### src/rtl/alarm_irq_pkg.sv
// Shared types, register selects and bit positions for the alarm controller.
package alarm_irq_pkg;
    localparam int BYTE_W = 8;
    localparam int SEL_W  = 4;

    typedef logic [BYTE_W-1:0] byte_t;

    // Register select values (software map of this block)
    localparam logic [SEL_W-1:0] SEL_A1_SEC  = 4'd0;
    localparam logic [SEL_W-1:0] SEL_A1_MIN  = 4'd1;
    localparam logic [SEL_W-1:0] SEL_A1_HOUR = 4'd2;
    localparam logic [SEL_W-1:0] SEL_A1_DD   = 4'd3;
    localparam logic [SEL_W-1:0] SEL_A2_MIN  = 4'd4;
    localparam logic [SEL_W-1:0] SEL_A2_HOUR = 4'd5;
    localparam logic [SEL_W-1:0] SEL_A2_DD   = 4'd6;
    localparam logic [SEL_W-1:0] SEL_CTRL    = 4'd7;
    localparam logic [SEL_W-1:0] SEL_STAT    = 4'd8;

    // Alarm byte fields
    localparam int MASK_BIT = 7;
    localparam int DYDT_BIT = 6;

    // Control byte fields
    localparam int CTL_STOP  = 7;
    localparam int CTL_RATE  = 3;   // two bits, 4:3
    localparam int CTL_ROUTE = 2;

    // Status byte fields
    localparam int ST_OSF = 7;

    localparam byte_t CTRL_RESET = 8'h18;
    localparam byte_t CTRL_KEEP  = 8'h9F;

    typedef struct packed {
        byte_t sec;
        byte_t min;
        byte_t hour;
        byte_t dd;
    } alarm_t;

    typedef struct packed {
        byte_t sec;
        byte_t min;
        byte_t hour;
        byte_t wday;
        byte_t mday;
    } now_t;
endpackage

### src/rtl/alarm_regs.sv
// Alarm and control register storage.
// Holds both alarm register sets and the control byte and updates them
// from the shared write port. The status byte is not stored here.
// Assumes: wr_sel is meaningful only while wr_en is 1.
module alarm_regs
    import alarm_irq_pkg::*;
#(
    parameter int NUM_ALARMS = 2
) (
    input  logic             clk,
    input  logic             rst_n,
    input  logic             wr_en,
    input  logic [SEL_W-1:0] wr_sel,
    input  byte_t            wr_data,
    output alarm_t           alarms [NUM_ALARMS],
    output byte_t            ctrl_q
);
    localparam int A2_BASE = 4;

    byte_t a1_q [4];
    byte_t a2_q [3];

    // Store the first alarm set, one byte per select value 0..3
    always_ff @(posedge clk) begin
        if (!rst_n) begin
            for (int i = 0; i < 4; i++) a1_q[i] <= '0;
        end else if (wr_en && (wr_sel < SEL_W'(4))) begin
            a1_q[wr_sel[1:0]] <= wr_data;
        end
    end

    // Store the second alarm set, select values 4..6
    always_ff @(posedge clk) begin
        if (!rst_n) begin
            for (int i = 0; i < 3; i++) a2_q[i] <= '0;
        end else if (wr_en && (wr_sel >= SEL_A2_MIN) && (wr_sel <= SEL_A2_DD)) begin
            a2_q[int'(wr_sel) - A2_BASE] <= wr_data;
        end
    end

    // Store the control byte, spare bits forced to zero
    always_ff @(posedge clk) begin
        if (!rst_n)                           ctrl_q <= CTRL_RESET;
        else if (wr_en && wr_sel == SEL_CTRL) ctrl_q <= wr_data & CTRL_KEEP;
    end

    // Present the stored bytes as alarm structures
    always_comb begin
        for (int k = 0; k < NUM_ALARMS; k++) alarms[k] = '0;
        alarms[0] = '{sec: a1_q[0], min: a1_q[1], hour: a1_q[2], dd: a1_q[3]};
        alarms[1] = '{sec: 8'h80, min: a2_q[0], hour: a2_q[1], dd: a2_q[2]};
    end

    // the rate field follows the last control write
    a_r9_rate_follows_write: assert property (@(posedge clk) disable iff (!rst_n)
        (wr_en && wr_sel == SEL_CTRL) |=> (ctrl_q[CTL_RATE+:2] == $past(wr_data[CTL_RATE+:2])));
endmodule

### src/rtl/alarm_match.sv
// Compares the updated time with one alarm register set.
// HAS_SEC = 0 builds an alarm without a seconds byte; such an alarm can
// match only at seconds 00. Purely combinational.
// Assumes: only the documented mask combinations are meaningful.
module alarm_match
    import alarm_irq_pkg::*;
#(
    parameter bit HAS_SEC = 1'b1
) (
    input  alarm_t cfg,
    input  now_t   now,
    output logic   hit
);
    logic sec_ok, min_ok, hour_ok, dd_ok;
    byte_t dd_target;

    // Seconds term: masked compare, or fixed zero-second for alarm without seconds byte
    generate
        if (HAS_SEC) begin : g_sec
            assign sec_ok = cfg.sec[MASK_BIT] || (cfg.sec[6:0] == now.sec[6:0]);
        end else begin : g_nosec
            assign sec_ok = (now.sec == 8'h00);
        end
    endgenerate

    // Minutes and hours terms: unmasked bytes compare bits 6:0
    always_comb begin
        min_ok  = cfg.min[MASK_BIT]  || (cfg.min[6:0]  == now.min[6:0]);
        hour_ok = cfg.hour[MASK_BIT] || (cfg.hour[6:0] == now.hour[6:0]);
    end

    // Day/date term: bit 6 picks day-of-week or day-of-month
    always_comb begin
        dd_target = cfg.dd[DYDT_BIT] ? now.wday : now.mday;
        dd_ok     = cfg.dd[MASK_BIT] || (cfg.dd[5:0] == dd_target[5:0]);
    end

    assign hit = sec_ok && min_ok && hour_ok && dd_ok;
endmodule

### src/rtl/alarm_status.sv
// Sticky alarm flags and oscillator-stop flag.
// A flag sets on a match at an update strobe. A status write clears a flag
// only where the written bit is 0. A set in the same cycle wins over a clear.
// Assumes: stat_wr is one cycle per write.
module alarm_status
    import alarm_irq_pkg::*;
#(
    parameter int NUM_ALARMS = 2
) (
    input  logic                  clk,
    input  logic                  rst_n,
    input  logic                  tick,
    input  logic [NUM_ALARMS-1:0] hit,
    input  logic                  stat_wr,
    input  byte_t                 wr_data,
    input  logic                  stop_osc,
    output logic [NUM_ALARMS-1:0] flags_q,
    output logic                  osf_q
);
    // Update each alarm flag: set on strobed match, clear on written zero
    generate
        for (genvar g = 0; g < NUM_ALARMS; g++) begin : g_flag
            always_ff @(posedge clk) begin
                if (!rst_n) flags_q[g] <= 1'b0;
                else        flags_q[g] <= (tick && hit[g]) ||
                                          (flags_q[g] && !(stat_wr && !wr_data[g]));
            end

            // a flag rises only at an update strobe
            a_r5_flag_needs_tick: assert property (@(posedge clk) disable iff (!rst_n)
                $rose(flags_q[g]) |-> $past(tick));

            // writing a one never sets a clear flag
            a_r6_one_write_keeps_clear: assert property (@(posedge clk) disable iff (!rst_n)
                (stat_wr && wr_data[g] && !flags_q[g] && !tick) |=> !flags_q[g]);
        end
    endgenerate

    // Oscillator-stop flag: set by reset or stop request, clear on written zero
    always_ff @(posedge clk) begin
        if (!rst_n) osf_q <= 1'b1;
        else        osf_q <= stop_osc || (osf_q && !(stat_wr && !wr_data[ST_OSF]));
    end

    // a stop request always leaves the flag set
    a_r10_osf_follows_stop: assert property (@(posedge clk) disable iff (!rst_n)
        stop_osc |=> osf_q);
endmodule

### src/rtl/alarm_irq_ctrl.sv
// Masked time alarm interrupt controller, top level.
// Compares the time bytes with two alarm sets on each update strobe,
// keeps sticky flags and routes them to two active-low interrupt pins.
// Also exports the square-wave rate code.
// Assumes: the time bytes are stable and valid in the strobe cycle.
module alarm_irq_ctrl
    import alarm_irq_pkg::*;
(
    input  logic       clk,
    input  logic       rst_n,
    input  logic       tick_sec,
    input  logic [7:0] now_sec,
    input  logic [7:0] now_min,
    input  logic [7:0] now_hour,
    input  logic [7:0] now_wday,
    input  logic [7:0] now_mday,
    input  logic       wr_en,
    input  logic [3:0] wr_sel,
    input  logic [7:0] wr_data,
    output logic [7:0] ctrl_byte,
    output logic [7:0] status_byte,
    output logic       irq_a_n,
    output logic       irq_b_n,
    output logic       sqw_on,
    output logic [1:0] sqw_rate
);
    localparam int NUM_ALARMS = 2;

    alarm_t                cfg [NUM_ALARMS];
    byte_t                 ctrl_q;
    now_t                  now;
    logic [NUM_ALARMS-1:0] hit;
    logic [NUM_ALARMS-1:0] flags_q;
    logic                  osf_q;
    logic [NUM_ALARMS-1:0] active;
    logic                  route_split;

    assign now = '{sec: now_sec, min: now_min, hour: now_hour, wday: now_wday, mday: now_mday};

    alarm_regs #(.NUM_ALARMS(NUM_ALARMS)) u_regs (
        .clk     (clk),
        .rst_n   (rst_n),
        .wr_en   (wr_en),
        .wr_sel  (wr_sel),
        .wr_data (wr_data),
        .alarms  (cfg),
        .ctrl_q  (ctrl_q)
    );

    // One comparator per alarm; only the first has a seconds byte
    generate
        for (genvar g = 0; g < NUM_ALARMS; g++) begin : g_match
            alarm_match #(.HAS_SEC(g == 0)) u_match (
                .cfg (cfg[g]),
                .now (now),
                .hit (hit[g])
            );
        end
    endgenerate

    alarm_status #(.NUM_ALARMS(NUM_ALARMS)) u_status (
        .clk      (clk),
        .rst_n    (rst_n),
        .tick     (tick_sec),
        .hit      (hit),
        .stat_wr  (wr_en && wr_sel == SEL_STAT),
        .wr_data  (wr_data),
        .stop_osc (ctrl_q[CTL_STOP]),
        .flags_q  (flags_q),
        .osf_q    (osf_q)
    );

    // Route enabled flags to the interrupt pins
    always_comb begin
        active      = flags_q & ctrl_q[NUM_ALARMS-1:0];
        route_split = ctrl_q[CTL_ROUTE];
        irq_a_n     = !(active[0] || (active[1] && !route_split));
        irq_b_n     = !(active[1] && route_split);
        sqw_on      = !route_split;
        sqw_rate    = ctrl_q[CTL_RATE+:2];
        ctrl_byte   = ctrl_q;
        status_byte = {osf_q, 5'b0, flags_q};
    end

    // with no flag set both pins idle high
    a_r7_idle_pins_high: assert property (@(posedge clk) disable iff (!rst_n)
        (status_byte[1:0] == 2'b00) |-> (irq_a_n && irq_b_n));

    // the second pin asserts only in split routing
    a_r8_b_pin_needs_split: assert property (@(posedge clk) disable iff (!rst_n)
        !irq_b_n |-> ctrl_byte[CTL_ROUTE]);
endmodule

### config.mk
export PLATFORM = sky130hd
export DESIGN_NAME = alarm_irq_ctrl
export DESIGN_NICKNAME = d
export VERILOG_FILES = /design/src/rtl/alarm_irq_pkg.sv /design/src/rtl/alarm_regs.sv /design/src/rtl/alarm_match.sv /design/src/rtl/alarm_status.sv /design/src/rtl/alarm_irq_ctrl.sv
export SDC_FILE = /design/constraint.sdc
export NUM_CORES = 1
export LEC_CHECK = 0
export ABC_AREA = 1
export CORE_ASPECT_RATIO = 1.5
export CORE_MARGIN = 2
export CORE_UTILIZATION = 45
export DETAILED_ROUTE_END_ITERATION = 10
export GPL_TIMING_DRIVEN = 0
export PLACE_DENSITY = 0.76
export SYNTH_ARGS = -nofsm -noshare
export SYNTH_HDL_FRONTEND = slang
export SYNTH_HIERARCHICAL = 1
export SYNTH_SLANG_ARGS = --single-unit
### constraint.sdc
create_clock -name clk -period 3.95 [get_ports clk]
set_clock_uncertainty 0.2 [all_clocks]
set_input_delay 0.395 -clock clk [delete_from_list [all_inputs] [get_ports clk]]
set_output_delay 0.395 -clock clk [all_outputs]
set_load 0.1 [all_outputs]
==> results of run 1 <==
-- placed cells by master (no fill, tap or decap), types with 2 or more instances in the layout --
| cell type | n |
|---|---|
| a21oi_1 | 2 |
| buf_4 | 10 |
| bufinv_16 | 2 |
| clkbuf_16 | 9 |
| clkbuf_8 | 2 |
| clkdlybuf4s50_1 | 63 |
| clkinv_2 | 2 |
| conb_1 | 7 |
| dfxtp_1 | 9 |
| edfxtp_1 | 56 |
| inv_1 | 86 |
| inv_2 | 3 |
| nand2_1 | 159 |
| nand2_2 | 6 |
| nand2_4 | 3 |
| nand3_1 | 21 |
| nand3b_1 | 4 |
| nor2_1 | 89 |
| nor2_2 | 3 |
| nor2_4 | 2 |
| o21ai_0 | 4 |
| o21bai_1 | 2 |
| xnor2_1 | 14 |
| xor2_1 | 3 |
-- stage by stage --
step	total power [uW]	hold slack, ns	worst slack [ns]
global route	2000	0.313	1.23
CTS	1940	0.267	1.31
global placement	1080	0.249	1.23
floorplan	986	0.224	0.984
finish	1930	0.265	1.33
detailed placement	1090	0.254	1.14
-- layer usage --
layer,global-route usage (%),share of wire (%)
met1,21.0,37
met2,37.4,53
met3,5.02,6.0
met4,11.5,3.9
met5,0,0
-- registers in the layout, summed over array words and instances, names as in the netlist --
signal,count
u_status/flags_q,2
u_regs/a1_q,32
u_regs/a2_q,24
u_status/osf_q,1
u_regs/ctrl_q,6
-- worst paths after layout --
kind	start	end	slack, ns
min reg2reg	u_status/osf_q$_SDFF_PN1_	u_status/osf_q$_SDFF_PN1_	0.27
max reg2reg	u_regs/a1_q[3][6]$_DFFE_PP_	u_status/flags_q[0]$_SDFF_PN0_	2.16
max	u_regs/ctrl_q[2]$_SDFFE_PN0P_	irq_a_n	1.33
min	u_status/osf_q$_SDFF_PN1_	u_status/osf_q$_SDFF_PN1_	0.27
-- power by group through the flow --
stage	combinational [uW]	sequential (uW)	clock [uW]
2_1_floorplan	164	822	0
3_3_place_gp	265	814	0
3_5_place_dp	273	816	0
4_1_cts	275	803	859
5_1_grt	303	807	892
6_report	275	803	854
-- layout make-up --
class                           instances  area, um^2  share of cell area (%)
Sequential cell                        65        1860                    38.6
Multi-Input combinational cell        323        1430                    29.6
Timing Repair Buffer                   63         631                    13.1
Inverter                               91         349                    7.24
Clock buffer                           11         253                    5.24
Tap cell                              105         131                    2.73
Buffer                                 12        90.1                    1.87
Clock inverter                          5        77.6                    1.61
-- worst max-delay path, cell delays in order (launching register included) --
cell             delay [ns]
dfxtp_1                0.40
nor2_1                 0.07
nor2_1                 0.08
clkdlybuf4s50_1        1.14
==> impl_metrics.toml, run 1 <==
[outcome]
outcome = "finished clean"

[timing]
tns_ns = 0
min_period_ns = 2.62
setup_viol = 0
tightest_slew_ns = 1.11
finalHoldViolations = 0
layout_worst_path_cycle_share_pct = 66.3
max-slew-margin-rel_pct = 25.2
fmax_mhz = 382
slew_viol_final = 0
rsz0062_at_grt = "no"

[floorplan]
num_rows = 40
die_height_um = 115
io_pins = 77
initial_core_util_pct = 46.3
core-area_mm2 = 0.00801
die-area_mm2 = 0.00900
die_w_um = 78.1

[placement]
port_buffers = 63
place.gp.congestion = 0.829
post-place-cells = 659
placed_area_mm2 = 0.00449
dpl.hpwl_mm = 6.59

[power]
switchingPower_uw = 458
intPower_uw = 1470
leakagePower_uw = 0.00231
combPwrFrac_pct = 14.2
pwr-share-seq_pct = 41.5
power.density_mw_per_mm2 = 401
switching_share_pct = 23.7
vdd_ir_drop_max_v = 0.000255
p_clk_share_pct = 44.2

[global_route]
grt_pass1_vias = 3059
grt_use_total_pct = 20.4
grt_pass1_wl_mm = 13.8
grt_max_degree = 12
antenna_found_initial = 0
overflow = 0

[clock_network]
cts_tree = "built"
cts_setup_buffers = 0
htreeDepth = 3
root_buffer = "clkbuf_16"
cts.repair.resized = 0
cts.clk_slew.worst_paths_ns = 0.05
insertion_delay_ns = 0.32
cts_sinks = 65
clockBufferDepth = 2
numCtsBuffers = 9
hold_buffers = 0

[setup_path]
start_kind = "flop"
cp_data_required_time_ns = 3.36
path_class = "flop to primary output"
critPathCaptureType = "primary output"
crit_fanout = 5
rr_worst_depth = 12
cp.arrival_ns = 2.02

[run]
cap_violations = 0

[finish]
finalNetCount = 621
fill_cells = 690
design_area_mm2 = 0.00482
drive_above_1_share_pct = 8.25
finalNonFillerCells = 675
area_growth_syn_to_layout_pct = 30.0
diodes = 0
fin_util_pct = 60.2

[route]
wl_mm = 8.62
ant_nets = 0
wl_per_cell_um = 12.8
drc_errors = 0
vias_per_cell = 4.62
initialDrtViolationCount = 135
drtPass1Iterations = 4
dr_total_vias = 3120

[synthesis]
avgSynthCellArea_um2 = 7.63
synth_warnings = 6
syn_inst = 486
syn_area_mm2 = 0.00371

[min_path]
min_path_cells = 2
hp-class = "flop to flop"
(Power assumes the default switching activity.)
==> run 2: changes to the inputs <==
==> constraint.sdc (replaced) <==
create_clock -name clk -period 2.7 [get_ports clk]
set_clock_uncertainty 0.2 [all_clocks]
set_input_delay 0.27 -clock clk [delete_from_list [all_inputs] [get_ports clk]]
set_output_delay 0.27 -clock clk [all_outputs]
set_load 0.1 [all_outputs]
==> run 2 against run 1 <==
Total power up 42%; non-clock buffer count did not move; cell count unchanged; wire length decreased by 2.2%; sequential power up 46%; via count grew 0.80%; register-to-register slack lost 1.2 ns; core utilization down 0.23 points; critical path depth is the same; combinational power increased by 45%; design area fell by 0.39%; worst setup slack worse by 1.1 ns.
==> impl_metrics.toml, run 2 (same netlist as run 1, synthesis figures left out) <==
[finish]
diodes = 0
largest_register_ff_count = 32
design_area_mm2 = 0.00480
area_growth_syn_to_layout_pct = 29.5
multi_input_area_mm2 = 0.00143
finalNetCount = 621
final_common_cell = "nand2_1"
fill_cells = 704
fin_util_pct = 60.0
seq_area_mm2 = 0.00186
top_regs = "u_regs/a1_q (32), u_regs/a2_q (24), u_regs/ctrl_q (6)"
final_cell_mix = "nand2_1, nor2_1, inv_1, clkdlybuf4s50_1, edfxtp_1"
regMostFlops = "u_regs/a1_q"
drive_above_1_share_pct = 8.07

[timing]
min_period_ns = 2.49
finalHoldViolations = 0
max-slew-margin-rel_pct = 24.9
slew_viol_final = 0
tightest_slew_ns = 1.11
setup_viol = 0
fmax_mhz = 401
tns_ns = 0
layout_worst_path_cycle_share_pct = 92.3
setup_ws_ns = 0.209
timing.hold.ws_ns = 0.255
rsz0062_at_grt = "no"

[placement]
port_buffers = 63
placed_area_mm2 = 0.00449
dpl.hpwl_mm = 6.51
post-place-ws_ns = 0.0441
place.gp.congestion = 0.808

[power]
vdd_ir_drop_max_v = 0.000343
leakagePower_uw = 0.00230
power.density_mw_per_mm2 = 573

[clock_network]
cts.clk_slew.worst_paths_ns = 0.05
clockBufferDepth = 2
numCtsBuffers = 9
cts_sinks = 65
cts_setup_buffers = 0
htreeDepth = 3
cts.repair.resized = 0
hold_buffers = 0
cts_tree = "built"
insertion_delay_ns = 0.33
root_buffer = "clkbuf_16"

[floorplan]
die-area_mm2 = 0.00900
num_rows = 40
io_pins = 77
core-area_mm2 = 0.00801
initial_core_util_pct = 46.3
die_w_um = 78.1
die_height_um = 115

[route]
wl_per_cell_um = 12.5
ant_nets = 0
dr_total_vias = 3145
wl_mm = 8.43
drc_errors = 0
drtPass1Iterations = 5
initialDrtViolationCount = 127
vias_per_cell = 4.66

[min_path]
hp-class = "flop to flop"
hp-start = "u_status/osf_q$_SDFF_PN1_"
min_path_cells = 2
hold_path_end = "u_status/osf_q$_SDFF_PN1_"

[setup_path]
rr_startpoint = "u_regs/a1_q[3][6]$_DFFE_PP_"
start_kind = "flop"
r2r_end = "u_status/flags_q[0]$_SDFF_PN0_"
path_class = "flop to primary output"
critPathCaptureType = "primary output"
crit_fanout = 5
cp_data_required_time_ns = 2.23
rr_worst_depth = 12
rrSetupSlack_ns = 0.92
cp.arrival_ns = 2.02

[global_route]
grt_pass1_vias = 2968
grt_pass1_wl_mm = 13.3
overflow = 0
grt_max_degree = 11
grt_use_total_pct = 19.7
antenna_found_initial = 0

[run]
cap_violations = 0

[outcome]
outcome = "finished clean"
==> run 2: changes by cell type in the layout (fill, tap and decap cells not counted) <==
cell / previous run / this run
clkinvlp_4: 1 / 0
clkinv_2: 2 / 1
nor2_2: 3 / 4
bufinv_16: 2 / 1
clkbuf_1: 1 / 3
nor2_1: 89 / 88
clkbuf_8: 2 / 3
==> run 2: critical path, stage by stage (launching register included) <==
cell             delay, ns
dfxtp_1               0.40
nor2_1                0.08
nor2_2                0.07
clkdlybuf4s50_1       1.14
==> run 2: stage by stage <==
stage               power [uW]  instances
floorplan                 1440        491
global placement          1580        659
detailed placement        1590        659
CTS                       2770        675
global route              2840        675
finish                    2750        675
==> run 2: area by class of cell <==
class	count	area share, %
Tap cell	105	2.74
Multi-Input combinational cell	323	29.8
Clock buffer	14	5.71
Inverter	91	7.27
Buffer	12	1.88
Clock inverter	2	0.730
Sequential cell	65	38.8
Timing Repair Buffer	63	13.1
==> run 2: worst max path at each step <==
stage	from	end	slack [ns]	depth (start not counted)
6_report	u_regs/ctrl_q[2]$_SDFFE_PN0P_	irq_a_n	0.21	3
5_1_grt	u_regs/ctrl_q[2]$_SDFFE_PN0P_	irq_a_n	0.13	3
4_1_cts	u_regs/ctrl_q[2]$_SDFFE_PN0P_	irq_a_n	0.17	3
3_5_place_dp	wr_sel[0]	u_regs/a1_q[0][2]$_SDFFCE_PN0P_	0.04	4
3_3_place_gp	wr_sel[0]	u_regs/a1_q[0][2]$_SDFFCE_PN0P_	0.11	4
2_1_floorplan	u_regs/ctrl_q[2]$_SDFFE_PN0P_	irq_b_n	0.21	1
==> run 2: layer usage <==
| metal | wire length, um | GRT usage [%] | up-vias |
|---|---|---|---|
| met3 | 547 | 4.24 | 31 |
| li1 | - | - | 1611 |
| met2 | 4340 | 34.7 | 122 |
| met1 | 3140 | 20.8 | 1381 |
| met5 | 0 | 0 | - |
| met4 | 402 | 13.9 | 0 |
==> run 2: power breakdown <==
group          internal [uW]  switching, uW
clock                    788            388
combinational            156            244
sequential              1150           26.1
